==> config.mk <==
export PLATFORM = sky130hd
export DESIGN_NAME = duty_mod
export DESIGN_NICKNAME = d
export VERILOG_FILES = /design/src/rtl/duty_mod_pkg.sv /design/src/rtl/dmod_cfg_regs.sv /design/src/rtl/dmod_window.sv /design/src/rtl/dmod_decide.sv /design/src/rtl/duty_mod.sv
export SDC_FILE = /design/constraint.sdc
export NUM_CORES = 1
export LEC_CHECK = 0
export BUFFER_PORTS_ARGS = -buffer_cell sky130_fd_sc_hd__buf_4
export CAP_MARGIN = 20
export CORE_ASPECT_RATIO = 1.25
export CORE_UTILIZATION = 24
export CTS_BUF_LIST = sky130_fd_sc_hd__clkbuf_2 sky130_fd_sc_hd__clkbuf_4 sky130_fd_sc_hd__clkbuf_8
export DETAILED_ROUTE_END_ITERATION = 6
export SLEW_MARGIN = 20
export SYNTH_ARGS = -nofsm -noshare
export SYNTH_HDL_FRONTEND = slang
export SYNTH_SLANG_ARGS = --single-unit
==> constraint.sdc <==
create_clock -name clk_i -period 3.9 [get_ports clk_i]
set_input_delay 0.39 -clock clk_i [delete_from_list [all_inputs] [get_ports clk_i]]
set_output_delay 0.39 -clock clk_i [all_outputs]
set_load 0.01 [all_outputs]
==> src/rtl/duty_mod_pkg.sv <==
package duty_mod_pkg;
  localparam int LEN_W  = 3;
  localparam int MODE_W = 3;
  localparam int CTL_W  = 1 + MODE_W + LEN_W;

  typedef enum logic [MODE_W-1:0] {
    MD_NORMAL = 3'd0,
    MD_DYADIC = 3'd1,
    MD_DITH1  = 3'd2,
    MD_DITH2  = 3'd3,
    MD_DITH3  = 3'd4
  } mode_e;

  typedef struct packed {
    logic              const_sel;
    logic [MODE_W-1:0] mode;
    logic [LEN_W-1:0]  len;
  } ctl_t;

  localparam logic [2:0] A_CTL  = 3'd0;
  localparam logic [2:0] A_RES  = 3'd1;
  localparam logic [2:0] A_WORD = 3'd2;
endpackage

==> src/rtl/dmod_cfg_regs.sv <==
module dmod_cfg_regs
  import duty_mod_pkg::*;
#(
  parameter int ADDR_W  = 3,
  parameter int DATA_W  = 8,
  parameter int RES_W   = 3,
  parameter int WORD_W  = 7,
  parameter int RES_RST = 3
) (
  input  logic              clk_i,
  input  logic              rst_ni,
  input  logic              we_i,
  input  logic [ADDR_W-1:0] addr_i,
  input  logic [DATA_W-1:0] data_i,
  output ctl_t              ctl_o,
  output logic [RES_W-1:0]  res_o,
  output logic [WORD_W-1:0] word_o,
  output logic              ctl_wr_o
);
  localparam logic [RES_W-1:0] RES_INIT = RES_W'(RES_RST);

  logic wr_ctl, wr_res, wr_word;
  assign wr_ctl  = we_i && (addr_i == ADDR_W'(A_CTL));
  assign wr_res  = we_i && (addr_i == ADDR_W'(A_RES));
  assign wr_word = we_i && (addr_i == ADDR_W'(A_WORD));
  assign ctl_wr_o = wr_ctl;

  logic unused_data_hi;
  assign unused_data_hi = &{1'b0, data_i[DATA_W-1:CTL_W]};

  always_ff @(posedge clk_i or negedge rst_ni) begin
    if (!rst_ni) begin
      ctl_o  <= '0;
      res_o  <= RES_INIT;
      word_o <= '0;
    end else begin
      if (wr_ctl)  ctl_o  <= ctl_t'(data_i[CTL_W-1:0]);
      if (wr_res)  res_o  <= data_i[RES_W-1:0];
      if (wr_word) word_o <= data_i[WORD_W-1:0];
    end
  end
endmodule

==> src/rtl/dmod_window.sv <==
module dmod_window
  import duty_mod_pkg::*;
#(
  parameter int CNT_W = 7
) (
  input  logic             clk_i,
  input  logic             rst_ni,
  input  logic             step_i,
  input  logic             restart_i,
  input  logic [LEN_W-1:0] len_i,
  output logic [CNT_W-1:0] cnt_o,
  output logic [CNT_W-1:0] mask_o,
  output logic             first_o
);
  localparam logic [CNT_W:0] ONE = {{CNT_W{1'b0}}, 1'b1};

  always_comb begin
    if (int'(len_i) >= CNT_W) mask_o = '1;
    else                      mask_o = CNT_W'((ONE << len_i) - ONE);
  end

  assign first_o = (cnt_o == '0);

  always_ff @(posedge clk_i or negedge rst_ni) begin
    if (!rst_ni)        cnt_o <= '0;
    else if (restart_i) cnt_o <= '0;
    else if (step_i)    cnt_o <= (cnt_o >= mask_o) ? '0 : cnt_o + 1'b1;
  end
endmodule

==> src/rtl/dmod_decide.sv <==
module dmod_decide
  import duty_mod_pkg::*;
#(
  parameter int CNT_W = 7
) (
  input  logic [MODE_W-1:0] mode_i,
  input  logic [CNT_W-1:0]  cnt_i,
  input  logic [CNT_W-1:0]  mask_i,
  input  logic [CNT_W-1:0]  word_i,
  output logic              bump_o
);
  localparam int IDX_W = (CNT_W > 1) ? $clog2(CNT_W) : 1;

  logic [CNT_W-1:0] w;
  logic [IDX_W-1:0] top_idx;
  logic             any_set;

  assign w = word_i & mask_i;

  // highest set bit of the period index
  always_comb begin
    top_idx = '0;
    any_set = 1'b0;
    for (int i = 0; i < CNT_W; i++) begin
      if (cnt_i[i]) begin
        top_idx = IDX_W'(i);
        any_set = 1'b1;
      end
    end
  end

  always_comb begin
    bump_o = 1'b0;
    if (mask_i != '0) begin
      case (mode_i)
        MD_DYADIC:                     bump_o = any_set && w[top_idx];
        MD_DITH1, MD_DITH2, MD_DITH3:  bump_o = (w >= cnt_i);
        default:                       bump_o = 1'b0;
      endcase
    end
  end
endmodule

==> src/rtl/duty_mod.sv <==
module duty_mod
  import duty_mod_pkg::*;
#(
  parameter int LSB_W   = 7,
  parameter int DUTY_W  = 9,
  parameter int ADDR_W  = 3,
  parameter int DATA_W  = 8,
  parameter int RES_W   = 3,
  parameter int RES_RST = 3
) (
  input  logic              clk_i,
  input  logic              rst_ni,
  input  logic              period_start_i,
  input  logic [LSB_W-1:0]  ctrl_lsb_i,
  input  logic [DUTY_W-1:0] base_duty_i,
  input  logic              cfg_we_i,
  input  logic [ADDR_W-1:0] cfg_addr_i,
  input  logic [DATA_W-1:0] cfg_data_i,
  output logic              bump_o,
  output logic [DUTY_W-1:0] base_duty_o,
  output logic [RES_W-1:0]  res_code_o
);
  ctl_t             ctl;
  logic [LSB_W-1:0] const_word;
  logic             ctl_wr;
  logic [LSB_W-1:0] cnt, win_mask;
  logic             win_first;
  logic [LSB_W-1:0] src_word, samp_word, eff_word;
  logic             hold_win, bump_n;

  dmod_cfg_regs #(
    .ADDR_W(ADDR_W), .DATA_W(DATA_W), .RES_W(RES_W),
    .WORD_W(LSB_W), .RES_RST(RES_RST)
  ) u_cfg (
    .clk_i, .rst_ni,
    .we_i    (cfg_we_i),
    .addr_i  (cfg_addr_i),
    .data_i  (cfg_data_i),
    .ctl_o   (ctl),
    .res_o   (res_code_o),
    .word_o  (const_word),
    .ctl_wr_o(ctl_wr)
  );

  dmod_window #(.CNT_W(LSB_W)) u_win (
    .clk_i, .rst_ni,
    .step_i   (period_start_i),
    .restart_i(ctl_wr),
    .len_i    (ctl.len),
    .cnt_o    (cnt),
    .mask_o   (win_mask),
    .first_o  (win_first)
  );

  assign src_word = ctl.const_sel ? const_word : ctrl_lsb_i;
  assign hold_win = (ctl.mode == MD_DITH2) || (ctl.mode == MD_DITH3);
  assign eff_word = (hold_win && !win_first) ? samp_word : src_word;

  dmod_decide #(.CNT_W(LSB_W)) u_dec (
    .mode_i(ctl.mode),
    .cnt_i (cnt),
    .mask_i(win_mask),
    .word_i(eff_word),
    .bump_o(bump_n)
  );

  always_ff @(posedge clk_i or negedge rst_ni) begin
    if (!rst_ni) begin
      samp_word   <= '0;
      bump_o      <= 1'b0;
      base_duty_o <= '0;
    end else if (ctl_wr) begin
      bump_o <= 1'b0;
    end else if (period_start_i) begin
      bump_o <= bump_n;
      if (win_first) samp_word <= src_word;
      if (!(ctl.mode == MD_DITH3 && !win_first)) base_duty_o <= base_duty_i;
    end
  end
endmodule

==> Word level (Yosys, flattened, before mapping) <==
Cells that the tools add are included.
{ "totals": {"reg_bits": 41, "input_bits": 31, "out_inout_bits": 13, "word_cells": 65} }
{ "classes": {"add_sub_neg": 2, "magnitude_cmp": 4, "n_eq_ne": 6, "shifts": 1, "muxes": 25, "bitwise_logic": 3, "n_reduce_logical": 15} }
{ "op_table": {"columns": ["cell", "count"], "rows": [
  ["two-way mux 7 bit", 6],
  [">= comparator 7 bit", 2],
  ["two-way mux 1 bit", 12],
  ["== test 3 x 2 -> 1 bit (second input constant)", 3],
  ["two-way mux 3 bit", 3],
  ["adder 7 x 1 -> 7 bit (second input constant)", 1],
  ["AND 7 bit", 1],
  ["zero test 7 bit", 1],
  ["nonzero test 7 bit", 1],
  ["<< shifter 1 x 3 -> 7 bit (first input constant)", 1],
  ["subtractor 7 x 1 -> 7 bit (second input constant)", 1],
  ["== test 3 x 1 -> 1 bit (second input constant)", 2],
  ["logical AND 1 bit", 6],
  ["AND reduction 3 bit", 2],
  ["< comparator 3 x 4 -> 1 bit (second input constant)", 1],
  ["two-way mux 2 bit", 2],
  ["binary-select mux 1 bit (select 3 bit)", 1],
  ["== test 3 bit (second input constant)", 1],
  [">= comparator 3 bit (second input constant)", 1],
  ["zero test 3 bit", 1],
  ["OR reduction 3 bit", 1],
  ["NOT 1 bit", 2],
  ["one-hot mux 1 bit (2 select lines)", 1],
  ["nonzero test 2 bit", 1],
  ["other kinds (2)", 2]
]} }

==> Longest topological paths before layout <==
Gate-level depths: netlist of the first run.
{ "logic_depth": {"depth_word": 13, "mapped_depth": 16, "depth_no_buf": 14} }

==> Hierarchy <==
A second synthesis of the first run with hierarchy kept.
{ "unflattened": {"hier_cells": 210, "area_unflattened_um2": 2453.6} }
{ "modules_own_cells": {"columns": ["module", "n_inst", "cells_per_inst", "area_each_um2", "seq_area_each_um2"], "rows": [
  ["duty_mod", 1, 56, 880.8, 425.4],
  ["dmod_cfg_regs", 1, 38, 673.1, 427.9],
  ["dmod_window", 1, 71, 581.8, 175.2],
  ["dmod_decide", 1, 45, 317.8, 0.0]
]} }

==> Least setup slack after synthesis of the first run <==
Ideal clock, no wire load.
{ "synth_timing": {"kind": "reg2reg", "startpoint": "reg u_cfg.ctl_o[2] (netlist name)", "endpoint": "reg u_win.cnt_o[3]", "setup_time_ns": 0.082, "arrival_ns": 2.871, "required_ns": 3.818, "slack_ns": 0.947, "stages_incl_launch_ff": 15, "path_buffers": 2, "period_less_slack_ns": 2.953, "cell_sequence": "dfrtp_1 clkbuf_1 or3_1 ha_1 inv_1 nor4b_1 a221o_1 ha_1 a2111o_1 a21oi_1 o221ai_1 a21oi_1 buf_2 nand2b_1 a31oi_1"} }
{ "synth_via": {"elab_chain_len": 7, "elab_cells_between_ends": 8, "classes_between": "add/sub: 1; order compare: 2; shift: 1; mux: 4"} }
{ "synth_rtl": {"columns": ["item", "line_no", "source"], "rows": [
  ["start, declared", "dmod_cfg_regs.sv:15", "output ctl_t ctl_o,"],
  ["start signal, assigned", "dmod_cfg_regs.sv:37", "if (wr_ctl) ctl_o <= ctl_t'(data_i[CTL_W-1:0]);"],
  ["<< shifter 1 x 3 -> 7 bit", "dmod_window.sv:19", "else mask_o = CNT_W'((ONE << len_i) - ONE);"],
  ["subtractor 7 x 1 -> 7 bit", "dmod_window.sv:19", null],
  ["two-way mux 7 bit (*)", "dmod_window.sv:18", "if (int'(len_i) >= CNT_W) mask_o = '1;"],
  [">= comparator 7 bit (*)", "dmod_window.sv:27", "else if (step_i) cnt_o <= (cnt_o >= mask_o) ? '0 : cnt_o + 1'b1;"],
  ["two-way mux 7 bit (*) (2 in a row)", "dmod_window.sv:27", null],
  ["two-way mux 7 bit (*)", "dmod_window.sv:26", "else if (restart_i) cnt_o <= '0;"],
  ["end signal, assigned", "dmod_window.sv:27", null],
  ["end, declared", "dmod_window.sv:11", "output logic [CNT_W-1:0] cnt_o,"]
]} }
Mark *: on every way between the ends. The rest lies on a longest branch, timed or not. The select of a mux whose other input is x is not followed.
A chain may end at the register's enable or synchronous reset.

==> Worst setup path in the final report of the first run <==
Ends and elaborated chain as after synthesis.

==> impl_metrics.csv, run 1 <==
group,metric,value,unit
synth,yosysSeqAreaShare,0.398,
clocking,post_cts_buffers,0,
route,drc,1,
timing,rsz0062_at_grt,"no",
job,cap_violations,0,
critical_path,slowest_delay,0.46,ns
clocking,clk_pin_slew_worst_paths,0.08,ns
power,power.density,585,mW/mm^2
power,power.leakage,1.38,nW
timing,hold_viol,0,
synth,avgSynthCellArea,10.7,sq um
synth,synth-seq-cells,41,
clocking,clock_latency,0.30,ns
timing,finalClockSkew,0.00810,ns
final_layout,drive_gt1_frac,0.371,
power,internal-power,1.15,mW
critical_path,path_cells,"or3_1, ha_1, inv_1, nor4b_1, a221o_1, ha_1, a2111o_1, a21oi_1, o221ai_1, a21oi_1, buf_4, a21oi_1, a31oi_1",
floorplan,die_y,118,microns
clocking,clockBufferDepth,2,
timing,fmax,319,MHz
global_route,grt_max_degree,42,
route,vias,1934,
clocking,cts_resized,0,
route,routedWlPerCell,13.5,microns
synth,yosys.cell_count.top_type,"dfrtp_1",
route,ant_nets,0,
critical_path,crit_path_frequent_cell,"a21oi_1",
critical_path,crit_path_top_delay_cell,"dfrtp_1",
power,ir_drop,0.000227,V
final_layout,finalNetCount,328,
global_route,overflow,0,
synth,synth_nets,288,
clocking,numClockSinks,41,
power,pwr-share-clk,0.192,
timing,setup_tns,0,ns
clocking,cts_hold_buf,0,
status,failed_checks,"design-rule violations",
synth,synth_top_area_cell,"dfrtp_1",
critical_path,crit_path_max_fanout,11,
global_route,grt_antenna_before_repair,0,
placement,port_buffers,42,
power,power_switching,0.680,mW
synth,ys_async_sr_fraction,1.00,
timing,finalCriticalPeriod,3.13,ns
critical_path,crit_type,"flip-flop to flip-flop",
timing,maxSlewViolCount,0,
synth,yosys_warnings,0,
timing,fin_ws,0.768,ns
route,drt_pass1_iterations,6,
floorplan,die_area,0.0112,sq mm
floorplan,dieWidth,94.8,microns
critical_path,setup.worst_path.start_class,"flip-flop",
timing,slew_headroom,0.602,
critical_path,timing.critical_path.buf_inv,2,
global_route,grt_pass1_wl,9.39,mm
critical_path,crit_required,4.12,ns
synth,yosysUniqueCellTypes,54,
floorplan,start_util,0.246,
status,status,"finished with violations",
floorplan,pin_count,44,
clocking,cts_tree,"done",
placement,gp_congestion,0.858,
placement,dpl.hpwl,4.36,mm
route,drt_first_iter_violations,62,
synth,synth_edf_count,0,
power,power_frac_seq,0.363,
global_route,grt_pass1_vias,1895,
power,netSwitchingFraction,0.371,
critical_path,path_delay_family,"compound AO/OA/AOI/OAI gates",
synth,synth_area_leaders,"dfrtp_1 38%, mux2_2 15%, ha_1 7.3%",
timing,min_period_over_period,0.803,
worst_hold_path,min_path_type,"input port to asynchronous set/reset pin",
timing,setup_viol,0,
route,vias_per_cell,4.66,
final_layout,n_antenna_cell,0,
placement,dp_slack,0.794,ns
global_route,grt_usage,0.109,
route,drt-total-wl,5.59,mm
timing,worstMarginPinSlew,0.589,ns
power,pwr-share-comb,0.446,
synth,ys.flop_type,"dfrtp_1",
floorplan,rows,42,
synth,synth.top_cell.area_share,0.378,
final_layout,fin_util,0.298,
clocking,h-tree-depth,2,
critical_path,cp.arrival,3.36,ns
final_layout,area_growth,21.1,%
floorplan,core_area,0.0105,sq mm
synth,synthCells,242,
synth,synthTopCellsByCount,"39 x dfrtp_1, 35 x mux2_2, 17 x nor2_1",
critical_path,end_kind,"flip-flop",
clocking,root_buffer,"clkbuf_8",
synth,syn-cell-area,0.00258,sq mm
clocking,numCtsBuffers,5,
-- flip-flops by register name, summed over array words and instances (netlist names) --
| register | count |
|---|---|
| base_duty_o | 9 |
| samp_word | 7 |
| bump_o | 1 |
| u_cfg.res_o | 3 |
| u_cfg.word_o | 7 |
| u_cfg.ctl_o | 7 |
| u_win.cnt_o | 7 |
-- layout by cell type (no fill, tap or decap), drive strengths merged, types with 2 or more instances in the layout --
cell / Yosys / final
a211oi: 4 / 4
a21o: 2 / 2
a21oi: 12 / 12
a31oi: 5 / 5
and2: 4 / 4
buf: 8 / 45
clkbuf: 4 / 5
dfrtp: 39 / 39
dfstp: 2 / 2
ha: 15 / 15
inv: 11 / 11
mux2: 35 / 35
mux2i: 7 / 7
nand2: 11 / 11
nand2b: 8 / 8
nand3: 4 / 4
nor2: 17 / 17
nor2b: 2 / 2
nor3: 7 / 7
nor4b: 2 / 2
nor4bb: 2 / 2
o211ai: 2 / 2
o21a: 2 / 2
o21ai: 11 / 11
o221ai: 2 / 2
or2: 2 / 2
or3: 2 / 2
xnor2: 2 / 2
-- worst reg2reg max path, stage by stage, from the launching register on --
cell and delay (ns):
dfrtp_1 0.46, or3_1 0.40, ha_1 0.27, inv_1 0.11, nor4b_1 0.06, a221o_1 0.33
ha_1 0.21, a2111o_1 0.37, a21oi_1 0.16, o221ai_1 0.14, a21oi_1 0.14, buf_4 0.18
a21oi_1 0.08, a31oi_1 0.15
-- cell type report --
class,instances,area (sq um)
clock inverters,3,46.3
repair buffers,45,338
flip-flops and latches,41,1030
multi-input cells,178,1440
well taps,132,165
fillers,1112,7380
clock buffers,5,68.8
inverters,11,41.3
-- power groups by stage --
stage / registers, mW / logic, mW / clock network [mW]
floorplan: 0.627 / 0.652 / 0
global placement: 0.668 / 0.799 / 0
detailed placement: 0.674 / 0.820 / 0
CTS: 0.665 / 0.826 / 0.367
global route: 0.686 / 0.921 / 0.381
finish: 0.665 / 0.816 / 0.351
-- path summary, 6_finish.rpt --
kind | from | end | slack, ns | cells past startpoint
worst max-delay path | u_cfg.ctl_o[2] | u_win.cnt_o[3] | 0.77 | 13
worst min-delay path | rst_ni | base_duty_o[4] | 0.06 | 1
worst max register to register | u_cfg.ctl_o[2] | u_win.cnt_o[3] | 0.77 | 13
worst min register to register | samp_word[0] | samp_word[0] | 0.49 | 2
max in group asynchronous | rst_ni | u_cfg.res_o[1] | 3.44 | 1
min in group clk_i | base_duty_i[7] | base_duty_o[7] | 0.32 | 2
-- metal layers --
layer,part of all wire,wire length [microns],vias to the layer above,track usage
li1,-,-,955,-
met1,0.42,2370,940,0.127
met2,0.52,2920,28,0.183
met3,0.023,130,11,0.0200
met4,0.030,170,0,0.0606
met5,0,0,-,0
-- metrics by stage --
step	power [mW]	hold slack (ns)	instances	area [sq um]
after floorplan	1.28	0.0944	242	2580
after global placement	1.47	0.410	407	3010
after detailed placement	1.49	0.422	407	3010
after CTS	1.86	0.0849	415	3130
after global routing	1.99	0.0982	415	3130
final	1.83	0.0640	415	3130
-- cell families after synthesis --
logic type / after synthesis / share of synthesized area
multiplexers: 42 / 0.180
AND/OR/NAND/NOR: 69 / 0.157
adder cells (fa/ha/maj): 15 / 0.0726
flip-flops: 41 / 0.398
buffers and inverters: 23 / 0.0465
AO/OA/AOI/OAI: 50 / 0.139
XOR/XNOR: 2 / 0.00678
No activity file was read; power rests on OpenSTA's default activity.
==> inputs of run 2 (changes only) <==
==> constraint.sdc (replaced) <==
create_clock -name clk_i -period 2.5 [get_ports clk_i]
set_input_delay 0.25 -clock clk_i [delete_from_list [all_inputs] [get_ports clk_i]]
set_output_delay 0.25 -clock clk_i [all_outputs]
set_load 0.01 [all_outputs]
==> run 2 against run 1 <==
The run ends with negative setup slack left; design area increased by 13%; setup slack got worse by 1.1 ns; first-iteration DRC count increased by 69%; via count increased by 10%; clock power increased by 80%; utilization increased by 3.8 points; critical path type unchanged; critical endpoint is now bump_o; largest cell class unchanged; largest power group unchanged.
==> impl_metrics.csv, run 2 (synthesis results as in run 1) <==
group,metric,value,unit
worst_hold_path,min_path_type,"input port to flip-flop",
floorplan,dieWidth,94.8,microns
route,drt_first_iter_violations,105,
global_route,grt_max_degree,42,
route,vias_per_cell,4.72,
clocking,cts_tree,"done",
route,ant_nets,0,
placement,placed_cell_area,0.00329,sq mm
critical_path,r2r_start,"u_cfg.ctl_o[1]",
floorplan,die_y,118,microns
global_route,grt_antenna_before_repair,0,
route,drt-total-wl,6.35,mm
final_layout,final_common_cell,"buf_4",
final_layout,area_growth,36.8,%
final_layout,largest_register_ffs,9,
power,power.density,966,mW/mm^2
critical_path,crit_required,2.68,ns
placement,port_buffers,42,
timing,finalClockSkew,0.00974,ns
worst_hold_path,min_path_cells,3,
power,power.leakage,1.58,nW
critical_path,crit_path_start,"u_cfg.ctl_o[1]",
timing,hold_viol,0,
final_layout,finalNetCount,365,
timing,worstMarginPinSlew,0.647,ns
critical_path,crit_path_max_fanout,3,
placement,dpl.hpwl,4.93,mm
placement,dp_slack,-0.323,ns
timing,rsz0062_at_grt,"yes",
critical_path,reg2reg_depth,13,
final_layout,layout_common_cells,"80 x buf_4, 39 x dfrtp_1, 35 x mux2_2",
status,failed_checks,"negative setup slack",
global_route,overflow,0,
final_layout,layoutNonFillerInstCount,452,
critical_path,cp.arrival,2.97,ns
route,drc,0,
floorplan,pin_count,44,
timing,slew_headroom,0.563,
route,routedWlPerCell,14.0,microns
final_layout,stdcell_area,0.00353,sq mm
critical_path,end_kind,"flip-flop",
placement,gp_congestion,0.823,
final_layout,n_antenna_cell,0,
timing,holdWs,0.172,ns
critical_path,setup.worst_path.start_class,"flip-flop",
global_route,grt_pass1_vias,2298,
clocking,clock_latency,0.30,ns
floorplan,start_util,0.246,
timing,maxSlewViolCount,0,
timing,min_period_over_period,1.12,
floorplan,core_area,0.0105,sq mm
placement,dp_cells,439,
clocking,numClockSinks,41,
job,cap_violations,0,
clocking,h-tree-depth,2,
clocking,clockBufferDepth,2,
timing,fmax,358,MHz
critical_path,crit_type,"flip-flop to flip-flop",
floorplan,rows,42,
timing,finalCriticalPeriod,2.79,ns
status,status,"finished with violations",
route,drt_pass1_iterations,4,
route,vias,2135,
clocking,numCtsBuffers,5,
clocking,root_buffer,"clkbuf_8",
power,ir_drop,0.000535,V
timing,setup_tns,-1.92,ns
clocking,clk_pin_slew_worst_paths,0.08,ns
timing,fin_ws,-0.290,ns
floorplan,die_area,0.0112,sq mm
global_route,grt_pass1_wl,10.7,mm
timing,setup_viol,8,
final_layout,drive_gt1_frac,0.516,
final_layout,top_register,"base_duty_o",
global_route,grt_usage,0.123,
worst_hold_path,hold_start,"cfg_data_i[2]",
[run 2: cell count changes in the layout (fill, tap and decap cells not counted), sizes merged]
cell / before / now
bufinv: 1 / 2
dlygate4sd3: 0 / 1
clkinvlp: 1 / 0
buf: 45 / 81
[run 2: power by group]
| group | switching, mW | total (mW) | internal, mW | leakage, nW |
|---|---|---|---|---|
| combinational | 0.861 | 1.81 | 0.952 | 1.01 |
| clock | 0.235 | 0.632 | 0.397 | 0.0681 |
| sequential | 0.116 | 0.969 | 0.853 | 0.497 |
| total | 1.21 | 3.41 | 2.20 | 1.58 |
[run 2: path summary, 6_finish.rpt]
path,slack (ns),to
worst max-delay path,-0.29,bump_o
worst min-delay path,0.17,u_cfg.ctl_o[2]
worst max register to register,-0.29,bump_o
worst min register to register,0.49,samp_word[4]
max in group asynchronous,1.66,u_cfg.res_o[0]
min in group asynchronous,0.46,base_duty_o[6]
[run 2: cell type report]
type,instances,area [sq um]
flip-flops and latches,41,1030
fillers,1087,6980
clock buffers,5,68.8
inverters,11,41.3
repair buffers,82,622
multi-input cells,178,1540
clock inverters,3,65.1
well taps,132,165
[run 2: stage by stage]
stage | util | power [mW]
after floorplan | - | 2.07
after global placement | 0.313 | 2.60
after detailed placement | 0.313 | 2.65
after CTS | 0.329 | 3.34
after global routing | 0.336 | 3.68
final | 0.336 | 3.41
[run 2: critical path: stages, from the launching register on]
cell and delay [ns]:
dfrtp_1 0.38, or3_4 0.39, ha_4 0.18, inv_2 0.06
nor4b_2 0.04, a221o_1 0.32, buf_4 0.18, nor2_4 0.06
ha_1 0.23, a21o_1 0.18, a211oi_2 0.25, o21a_1 0.18
a2bb2oi_2 0.14, a21oi_2 0.07
[run 2: layer usage]
layer  wire [microns]  vias up  track usage
li1                 -     1028            -
met1             2550     1053        0.140
met2             3390       36        0.218
met3              143       18       0.0194
met4              268        0       0.0606
met5                0        -            0
[run 2: repair_timing]
action	CTS	global route
endpoints found under the hold margin	39	0
cloned	1	0
buffers inserted	1	3
hold buffers	1	0
pin swaps	5	12
gates resized for setup	4	15
setup endpoints to repair	8	8
